### config.mk
export PLATFORM = sky130hd
export DESIGN_NAME = addr_sw_node
export DESIGN_NICKNAME = d
export VERILOG_FILES = /design/src/rtl/addr_sw_pkg.sv /design/src/rtl/addr_sw_sync.sv /design/src/rtl/addr_sw_cmd_dec.sv /design/src/rtl/addr_sw_bitpick.sv /design/src/rtl/addr_sw_node.sv
export SDC_FILE = /design/constraint.sdc
export NUM_CORES = 1
export LEC_CHECK = 0
export ABC_AREA = 1
export BUFFER_PORTS_ARGS = -buffer_cell sky130_fd_sc_hd__buf_2
export CORE_MARGIN = 5
export CORE_UTILIZATION = 50
export DETAILED_ROUTE_END_ITERATION = 10
export HOLD_SLACK_MARGIN = 0.1
export PLACE_DENSITY_LB_ADDON = 0.1
export SLEW_MARGIN = 10
export SYNTH_ARGS = -nofsm -noshare
export SYNTH_HDL_FRONTEND = slang
export SYNTH_SLANG_ARGS = --single-unit
### constraint.sdc
create_clock -name clk -period 1.95 [get_ports clk]
set_input_delay 0.0975 -clock clk [delete_from_list [all_inputs] [get_ports clk]]
set_output_delay 0.0975 -clock clk [all_outputs]
set_load 0.01 [all_outputs]
### src/rtl/addr_sw_pkg.sv
package addr_sw_pkg;

    localparam int ID_BITS  = 64;
    localparam int IDX_W    = $clog2(ID_BITS);
    localparam int CMD_BITS = 8;
    localparam int CNT_W    = $clog2(CMD_BITS);

    localparam logic [CMD_BITS-1:0] CMD_READ_ID   = 8'h33;
    localparam logic [CMD_BITS-1:0] CMD_MATCH_ID  = 8'h55;
    localparam logic [CMD_BITS-1:0] CMD_SEARCH_ID = 8'hF0;
    localparam logic [CMD_BITS-1:0] CMD_SKIP_ID   = 8'hCC;

    typedef enum logic [2:0] {
        ST_CMD,
        ST_READ,
        ST_MATCH,
        ST_SEARCH,
        ST_REPORT,
        ST_IDLE
    } node_state_e;

    typedef enum logic [1:0] {
        PH_BIT,
        PH_CMPL,
        PH_PICK
    } srch_phase_e;

    typedef struct packed {
        node_state_e          state;
        srch_phase_e          phase;
        logic [IDX_W-1:0]     idx;
        logic [CNT_W-1:0]     cmd_cnt;
        logic [CMD_BITS-2:0]  cmd_sr;
        logic                 pd;
        logic                 tx_bit;
        logic                 tx_valid;
    } node_regs_t;

endpackage

### src/rtl/addr_sw_sync.sv
module addr_sw_sync #(
    parameter int   STAGES    = 2,
    parameter logic RESET_VAL = 1'b1
) (
    input  logic clk,
    input  logic rst_n,
    input  logic d_i,
    output logic q_o
);
    logic [STAGES-1:0] sr_q;

    generate
        if (STAGES == 1) begin : g_single
            always_ff @(posedge clk or negedge rst_n) begin
                if (!rst_n) sr_q <= RESET_VAL;
                else        sr_q <= d_i;
            end
        end else begin : g_chain
            always_ff @(posedge clk or negedge rst_n) begin
                if (!rst_n) sr_q <= {STAGES{RESET_VAL}};
                else        sr_q <= {sr_q[STAGES-2:0], d_i};
            end
        end
    endgenerate

    assign q_o = sr_q[STAGES-1];
endmodule

### src/rtl/addr_sw_cmd_dec.sv
module addr_sw_cmd_dec
    import addr_sw_pkg::*;
(
    input  logic [CMD_BITS-1:0] code_i,
    output node_state_e         next_o
);
    always_comb begin
        unique case (code_i)
            CMD_READ_ID:   next_o = ST_READ;
            CMD_MATCH_ID:  next_o = ST_MATCH;
            CMD_SEARCH_ID: next_o = ST_SEARCH;
            CMD_SKIP_ID:   next_o = ST_IDLE;
            default:       next_o = ST_IDLE;
        endcase
    end
endmodule

### src/rtl/addr_sw_bitpick.sv
module addr_sw_bitpick
    import addr_sw_pkg::*;
#(
    parameter logic [ID_BITS-1:0] IDENT = '0
) (
    input  logic [IDX_W-1:0] idx_i,
    output logic             bit_o
);
    logic [ID_BITS-1:0] ident_w;
    assign ident_w = IDENT;
    assign bit_o   = ident_w[idx_i];
endmodule

### src/rtl/addr_sw_node.sv
module addr_sw_node
    import addr_sw_pkg::*;
#(
    parameter logic [ID_BITS-1:0] IDENT       = 64'h9E4A17C3D20B8605,
    parameter int                 SYNC_STAGES = 2
) (
    input  logic clk,
    input  logic rst_n,
    input  logic bus_reset_i,
    input  logic rx_valid_i,
    input  logic rx_bit_i,
    input  logic rd_req_i,
    output logic tx_valid_o,
    output logic tx_bit_o,
    input  logic pio_in_i,
    output logic pio_pd_o
);
    localparam logic [IDX_W-1:0] IDX_LAST = IDX_W'(ID_BITS - 1);
    localparam logic [CNT_W-1:0] CMD_LAST = CNT_W'(CMD_BITS - 1);

    node_regs_t  r_q, r_d;
    node_state_e state_q;
    node_state_e dec_state;
    logic        id_bit;
    logic        pin_sync;
    logic        last_bit;

    addr_sw_sync #(.STAGES(SYNC_STAGES), .RESET_VAL(1'b1)) u_sync (
        .clk   (clk),
        .rst_n (rst_n),
        .d_i   (pio_in_i),
        .q_o   (pin_sync)
    );

    addr_sw_cmd_dec u_dec (
        .code_i ({rx_bit_i, r_q.cmd_sr}),
        .next_o (dec_state)
    );

    addr_sw_bitpick #(.IDENT(IDENT)) u_pick (
        .idx_i (r_q.idx),
        .bit_o (id_bit)
    );

    assign last_bit = (r_q.idx == IDX_LAST);
    assign state_q  = r_q.state;

    always_comb begin
        r_d          = r_q;
        r_d.tx_valid = rd_req_i;
        r_d.tx_bit   = rd_req_i ? 1'b1 : r_q.tx_bit;

        if (bus_reset_i) begin
            r_d.state   = ST_CMD;
            r_d.phase   = PH_BIT;
            r_d.idx     = '0;
            r_d.cmd_cnt = '0;
        end else begin
            unique case (r_q.state)
                ST_CMD: begin
                    if (rx_valid_i) begin
                        if (r_q.cmd_cnt == CMD_LAST) begin
                            r_d.state   = dec_state;
                            r_d.cmd_cnt = '0;
                            r_d.idx     = '0;
                            r_d.phase   = PH_BIT;
                        end else begin
                            r_d.cmd_sr[r_q.cmd_cnt] = rx_bit_i;
                            r_d.cmd_cnt             = r_q.cmd_cnt + 1'b1;
                        end
                    end
                end
                ST_READ: begin
                    if (rd_req_i) begin
                        r_d.tx_bit = id_bit;
                        r_d.idx    = r_q.idx + 1'b1;
                        if (last_bit) r_d.state = ST_IDLE;
                    end
                end
                ST_MATCH: begin
                    if (rx_valid_i) begin
                        if (rx_bit_i != id_bit) begin
                            r_d.state = ST_IDLE;
                        end else if (last_bit) begin
                            r_d.state = ST_REPORT;
                            r_d.pd    = ~r_q.pd;
                        end else begin
                            r_d.idx = r_q.idx + 1'b1;
                        end
                    end
                end
                ST_SEARCH: begin
                    unique case (r_q.phase)
                        PH_BIT: begin
                            if (rd_req_i) begin
                                r_d.tx_bit = id_bit;
                                r_d.phase  = PH_CMPL;
                            end
                        end
                        PH_CMPL: begin
                            if (rd_req_i) begin
                                r_d.tx_bit = ~id_bit;
                                r_d.phase  = PH_PICK;
                            end
                        end
                        default: begin
                            if (rx_valid_i) begin
                                r_d.phase = PH_BIT;
                                if (rx_bit_i != id_bit || last_bit) r_d.state = ST_IDLE;
                                else r_d.idx = r_q.idx + 1'b1;
                            end
                        end
                    endcase
                end
                ST_REPORT: begin
                    if (rd_req_i) r_d.tx_bit = pin_sync;
                end
                default: begin
                    r_d.state = ST_IDLE;
                end
            endcase
        end
    end

    always_ff @(posedge clk or negedge rst_n) begin
        if (!rst_n) begin
            r_q.state    <= ST_IDLE;
            r_q.phase    <= PH_BIT;
            r_q.idx      <= '0;
            r_q.cmd_cnt  <= '0;
            r_q.cmd_sr   <= '0;
            r_q.pd       <= 1'b0;
            r_q.tx_bit   <= 1'b1;
            r_q.tx_valid <= 1'b0;
        end else begin
            r_q <= r_d;
        end
    end

    assign tx_valid_o = r_q.tx_valid;
    assign tx_bit_o   = r_q.tx_bit;
    assign pio_pd_o   = r_q.pd;
endmodule

Word level (Yosys, flattened, before mapping)
Memories as Yosys holds them, arrays and structs flattened.
Index checks and enable logic that the tools add are counted.
- register bits: 26
- latch bits: 0
- memory bits (read-only): 64
- word-level logic and storage cells: 100
- output and inout port bits: 3
- RAM bits: 0
- memories kept: 1
- memory list (name ; words ; bits a word ; rd ports ; clocked after Yosys merged registers in ; wr ports ; line ; text):
    (name not given) ; 64 ; 1 ; 1 ; 0 ; 0 ; addr_sw_bitpick.sv:11 ; assign bit_o = ident_w[idx_i];
- shift operators: 0
- reduce and logical (&&, ||, !) cells: 15
- add/subtract/negate cells: 2
- bitwise operators: 5
- div/mod/pow operators: 0
- equality and inequality tests: 27
- multipliers: 0
- $lt $le $gt $ge: 3
- muxes and demuxes: 38
- operators with widths (operator ; count):
    $mux W6 ; 6
    $ne A3 B3 Y1 const B ; 11
    $mux W3 ; 8
    $pmux W6 S4 ; 1
    $mux W11 ; 2
    $mux W21 ; 1
    $reduce_and A10 Y1 ; 2
    $pmux W3 S5 ; 1
    $mux W14 ; 1
    $ne A4 B4 Y1 const B ; 3
    $mux W10 ; 1
    $pmux W3 S3 ; 1
    $eq A8 B6 Y1 const B ; 1
    $eq A8 B7 Y1 const B ; 1
    $eq A8 B8 Y1 const B ; 1
    $pmux W2 S2 ; 2
    $bwmux W7 ; 1
    $lt A6 B7 Y1 const B ; 1
    $mux W1 ; 7
    $mux W7 ; 1
    $add A6 B1 Y6 const B ; 1
    $eq A3 B2 Y1 const B ; 2
    $eq A3 B3 Y1 const B ; 2
    $eq A6 B6 Y1 const B ; 1
    other kinds (25) ; 31

Depth between registers and ports, before layout
- depth after elaboration: 9
- gate-level depth with buffers: 16
- mapped depth without buffers: 16

By module
Synthesis repeated with hierarchy kept, for this count alone.
- cells, all modules: 269
- area total of the unflattened synthesis: 1878.1 um^2
- modules (own cells, without submodules) (module ; cells each ; instances ; area each (um^2)):
    addr_sw_node ; 197 ; 1 ; 1468.9
    addr_sw_bitpick ; 44 ; 1 ; 237.7
    addr_sw_cmd_dec ; 26 ; 1 ; 118.9
    addr_sw_sync ; 2 ; 1 ; 52.6

Least setup slack after synthesis
OpenSTA, ideal clock, no wires.
- kind: register to register
- start: register r_q[13] (netlist bit)
- end: register r_q[14] (netlist bit)
- period minus slack after synthesis: 1.800 ns
- arrival: 1.683 ns
- required time: 1.833 ns
- path slack: 0.150 ns
- stages on the path, launching flop included: 16
- setup time: 0.117 ns
- cells stage by stage: dfrtp_1 > inv_1 > ha_1 > nand2_1 > nand3_1 > nand3_1 > nand2_1 > nand2_1 > nand2_1 > nand2_2 > nand2_2 > nand2_2 > nand2_4 > nand2_4 > nand2_1 > nand2_1
- word-level cells in the longest chain between the ends: 6
- elaborated cells on any way between the ends: 19
- RTL lines (item ; line ; text):
    start, declared ; addr_sw_node.sv:21 ; node_regs_t r_q, r_d;
    start signal, assigned ; addr_sw_node.sv:136 ; r_q <= r_d;
    $mem_v2 Z64 W1 / $add A6 B1 Y6 (equally long branches) ; - ;
    $mux W1 (implied by the code), or another cell as far along ; addr_sw_bitpick.sv:11 ;
    $ne A1 B1 Y1, or another cell as far along ; addr_sw_node.sv:82, addr_sw_node.sv:109 ;
    $logic_or A1 B1 Y1, or another cell as far along ; addr_sw_node.sv:109 ; if (rx_bit_i != id_bit || last_bit) r_d.state = ST_IDLE;
    $ne A3 B3 Y1 (no line) / $pmux W6 S4 (equally long branches) ; - ;
    $reduce_and A10 Y1 (no line) / $mux W14 (equally long branches) ; - ;
Parallel ways exist; a longest one is shown, timed or not. The select of a mux whose other input is x is not followed.
A chain may end at the register's enable or synchronous reset.

Final worst setup path
- start: register r_q[14] (netlist bit)
- end: register r_q[17] (netlist bit)
The elaborated chain is that of the path after synthesis.

==> flow_summary.yaml <==
floorplanning:
  die_y_um: 71.06
  start_util_pct: 51.31
  rows: 22
  dieWidth_um: 71.06
  core_area_mm2: 0.003633
  io_pins: 10
  die-area_mm2: 0.005050
routing:
  drc: 0
  antenna_left: 0
  wire_per_inst_um: 12.24
  drt-total-wl_mm: 3.952
  viasPerCell: 5.139
  drt-pass1-iter-count: 4
  routed-via-count: 1660
  drt_iter0_markers: 113
synth:
  synth_top_flop_cell: "dfrtp_1"
  synth_common_cells: "56 x nand2_1, 31 x inv_1, 31 x nand3_1, 30 x nor2_1, 21 x dfrtp_1"
  syn_nets: 274
  syn_avg_cell_area_um2: 7.254
  syn_inst: 257
  synth.ff_latch_count: 26
  async_flop_share_pct: 100.0
  synth_largest_area_cell: "dfrtp_1"
  synth_edf_count: 0
  synth_top_cell_area_share_pct: 28.19
  yosysMostFrequentCell: "nand2_1"
  yosysWarnings: 0
  ys_types: 34
  syn_area_mm2: 0.001864
  ys_top_cells_by_area: "dfrtp_1 28%, nand2_1 11%, nand3_1 8.3%"
  synth_seq_area_share_pct: 35.23
global_routing:
  antenna_found_initial: 0
  grt_pass1_wl_mm: 6.796
  track_usage_pct: 16.44
  grt_max_degree: 27
  grt_overflow_total: 0
  grt_pass1_vias: 1562
sta:
  max-slew-margin-rel_pct: 60.92
  finalHoldViolations: 0
  drv_slew: 0
  fin_crit_sh_pct: 94.06
  period_needed_ns: 1.834
  fin_skew_ns: 0.003434
  setup_violations: 0
  fmaxAchievable_ghz: 0.5452
  worst_pin_slew_ns: 0.5862
status:
  status: "complete, no violations"
flow_run:
  maxCapViolCount: 0
placement:
  dp_hpwl_mm: 2.948
  dpl_cell_area_mm2: 0.001966
  port_buffers: 9
  place_congestion: 0.8078
clock_tree:
  cts-root-buf: "clkbuf_8"
  cts_buffers: 3
  cts_max_level: 1
  cts_sinks: 26
  clk_latency_ns: 0.27
  tritoncts: "done"
  clk_path_buf_depth: 2
  path_clk_slew_ns: 0.09
layout:
  filler_cell_count: 335
  finalInstanceArea_mm2: 0.002173
  seqCellArea_um2: 656.9
  multi_input_area_mm2: 0.001116
  synthToLayoutAreaGrowth_pct: 16.58
  num_antenna_cells: 0
  post-route-util_pct: 59.81
  nets: 293
  layout-drive-gt1-share_pct: 26.55
critical_path:
  crit_type: "reg2reg"
  crit_required_ns: 2.12
  crit_arrival_ns: 2.00
  critPathCaptureType: "flop"
  crit_path_start_kind: "flop"
  worstPathMaxFanout: 7
hold_path:
  worstHoldPathType: "in2reg"
power:
  vdd_drop_max_uv: 544.1
  power.density_mw_per_mm2: 908.0
  power_leakage_nw: 1.023
## area by class of cell
| cell class | instances | area share (%) |
|---|---|---|
| well taps | 48 | 2.763 |
| flip-flops and latches | 26 | 30.22 |
| repair buffers | 18 | 5.700 |
| inverters | 38 | 6.678 |
| clock inverters | 1 | 1.382 |
| multi-input cells | 189 | 51.35 |
| clock buffers | 3 | 1.900 |
## where the power goes
part	total (mW)	internal, mW	switching (mW)
Sequential	0.735	0.640	0.0953
Combinational	0.793	0.297	0.496
Clock	0.445	0.275	0.171
## stage by stage
step            TNS, ns  worst slack [ns]  total power, mW  instances  hold WS, ns
2_1_floorplan         0            0.1504            1.278        257      -0.1981
3_3_place_gp          0            0.1044            1.427        314       0.1310
3_5_place_dp          0           0.05404            1.426        314       0.1367
4_1_cts               0           0.03015            1.887        321       0.1428
5_1_grt        -0.07585          -0.02323            2.130        323       0.1621
6_report              0            0.1159            1.973        323       0.1542
## cell usage in the layout, fill, tap and decap left out, types with 2 or more instances in the layout
master         count
inv_2              9
o21ai_1            4
nand4_1            4
nand2_1           46
dlygate4sd3_1      3
ha_1               7
clkbuf_8           3
nor2_1            30
inv_1             28
nand2_4            3
nor3_2             2
buf_2              9
a21oi_1            8
dfstp_2            5
buf_4              5
nand3_1           25
o21ai_0           11
nor2_4             3
nand3_2            7
dfrtp_1           21
ha_4               2
nor4_1             2
nor3_1             4
xor2_1             3
nand2_2           17
## path summary, 6_finish.rpt
check	start	to	slack [ns]	cells after the start
min in group asynchronous	rst_n	tx_valid_o	0.35	2
min	rx_bit_i	flop	0.15	3
max reg2reg	r_q[14]	r_q[17]	0.12	15
min reg2reg	u_sync.sr_q[0]	u_sync.sr_q[1]	0.36	0
max	r_q[14]	r_q[17]	0.12	15
max in group asynchronous	rst_n	asynchronous set/reset pin	1.21	2
## logic make-up after synthesis
family          Yosys count  synth area share, %
xor+xnor                  3                1.410
flops                    26                35.23
compound gates           31                10.27
simple gates            145                36.78
buf+inv                  42                9.597
fa+ha+maj                10                6.711
## critical path, cell delays in order (launching register included)
cell and delay, ns:
dfrtp_1 0.42, inv_2 0.09, ha_4 0.29, nand2_2 0.05
nand3_2 0.06, nand3_2 0.07, nand2_2 0.09, nand2_2 0.08
nand2_2 0.10, nand2_2 0.07, nand2_2 0.07, nand2_2 0.06
nand2_4 0.10, nand2_4 0.08, nand2_2 0.06, nand2_1 0.05
## timing repair
| item | CTS | global route |
|---|---|---|
| buffers inserted | 0 | 2 |
| endpoints found under the hold margin | 23 | 0 |
| gates resized for setup | 0 | 25 |
| hold buffers | 3 | 0 |
| endpoints found under the setup margin | 0 | 11 |
## routing by layer
metal | track usage [%] | vias up | routed length [µm]
li1 | - | 869 | -
met1 | 22.36 | 756 | 1951
met2 | 26.67 | 27 | 1778
met3 | 2.841 | 8 | 143
met4 | 5.010 | 0 | 78
met5 | 0 | - | 0
Power figures use the tool's default switching activity.
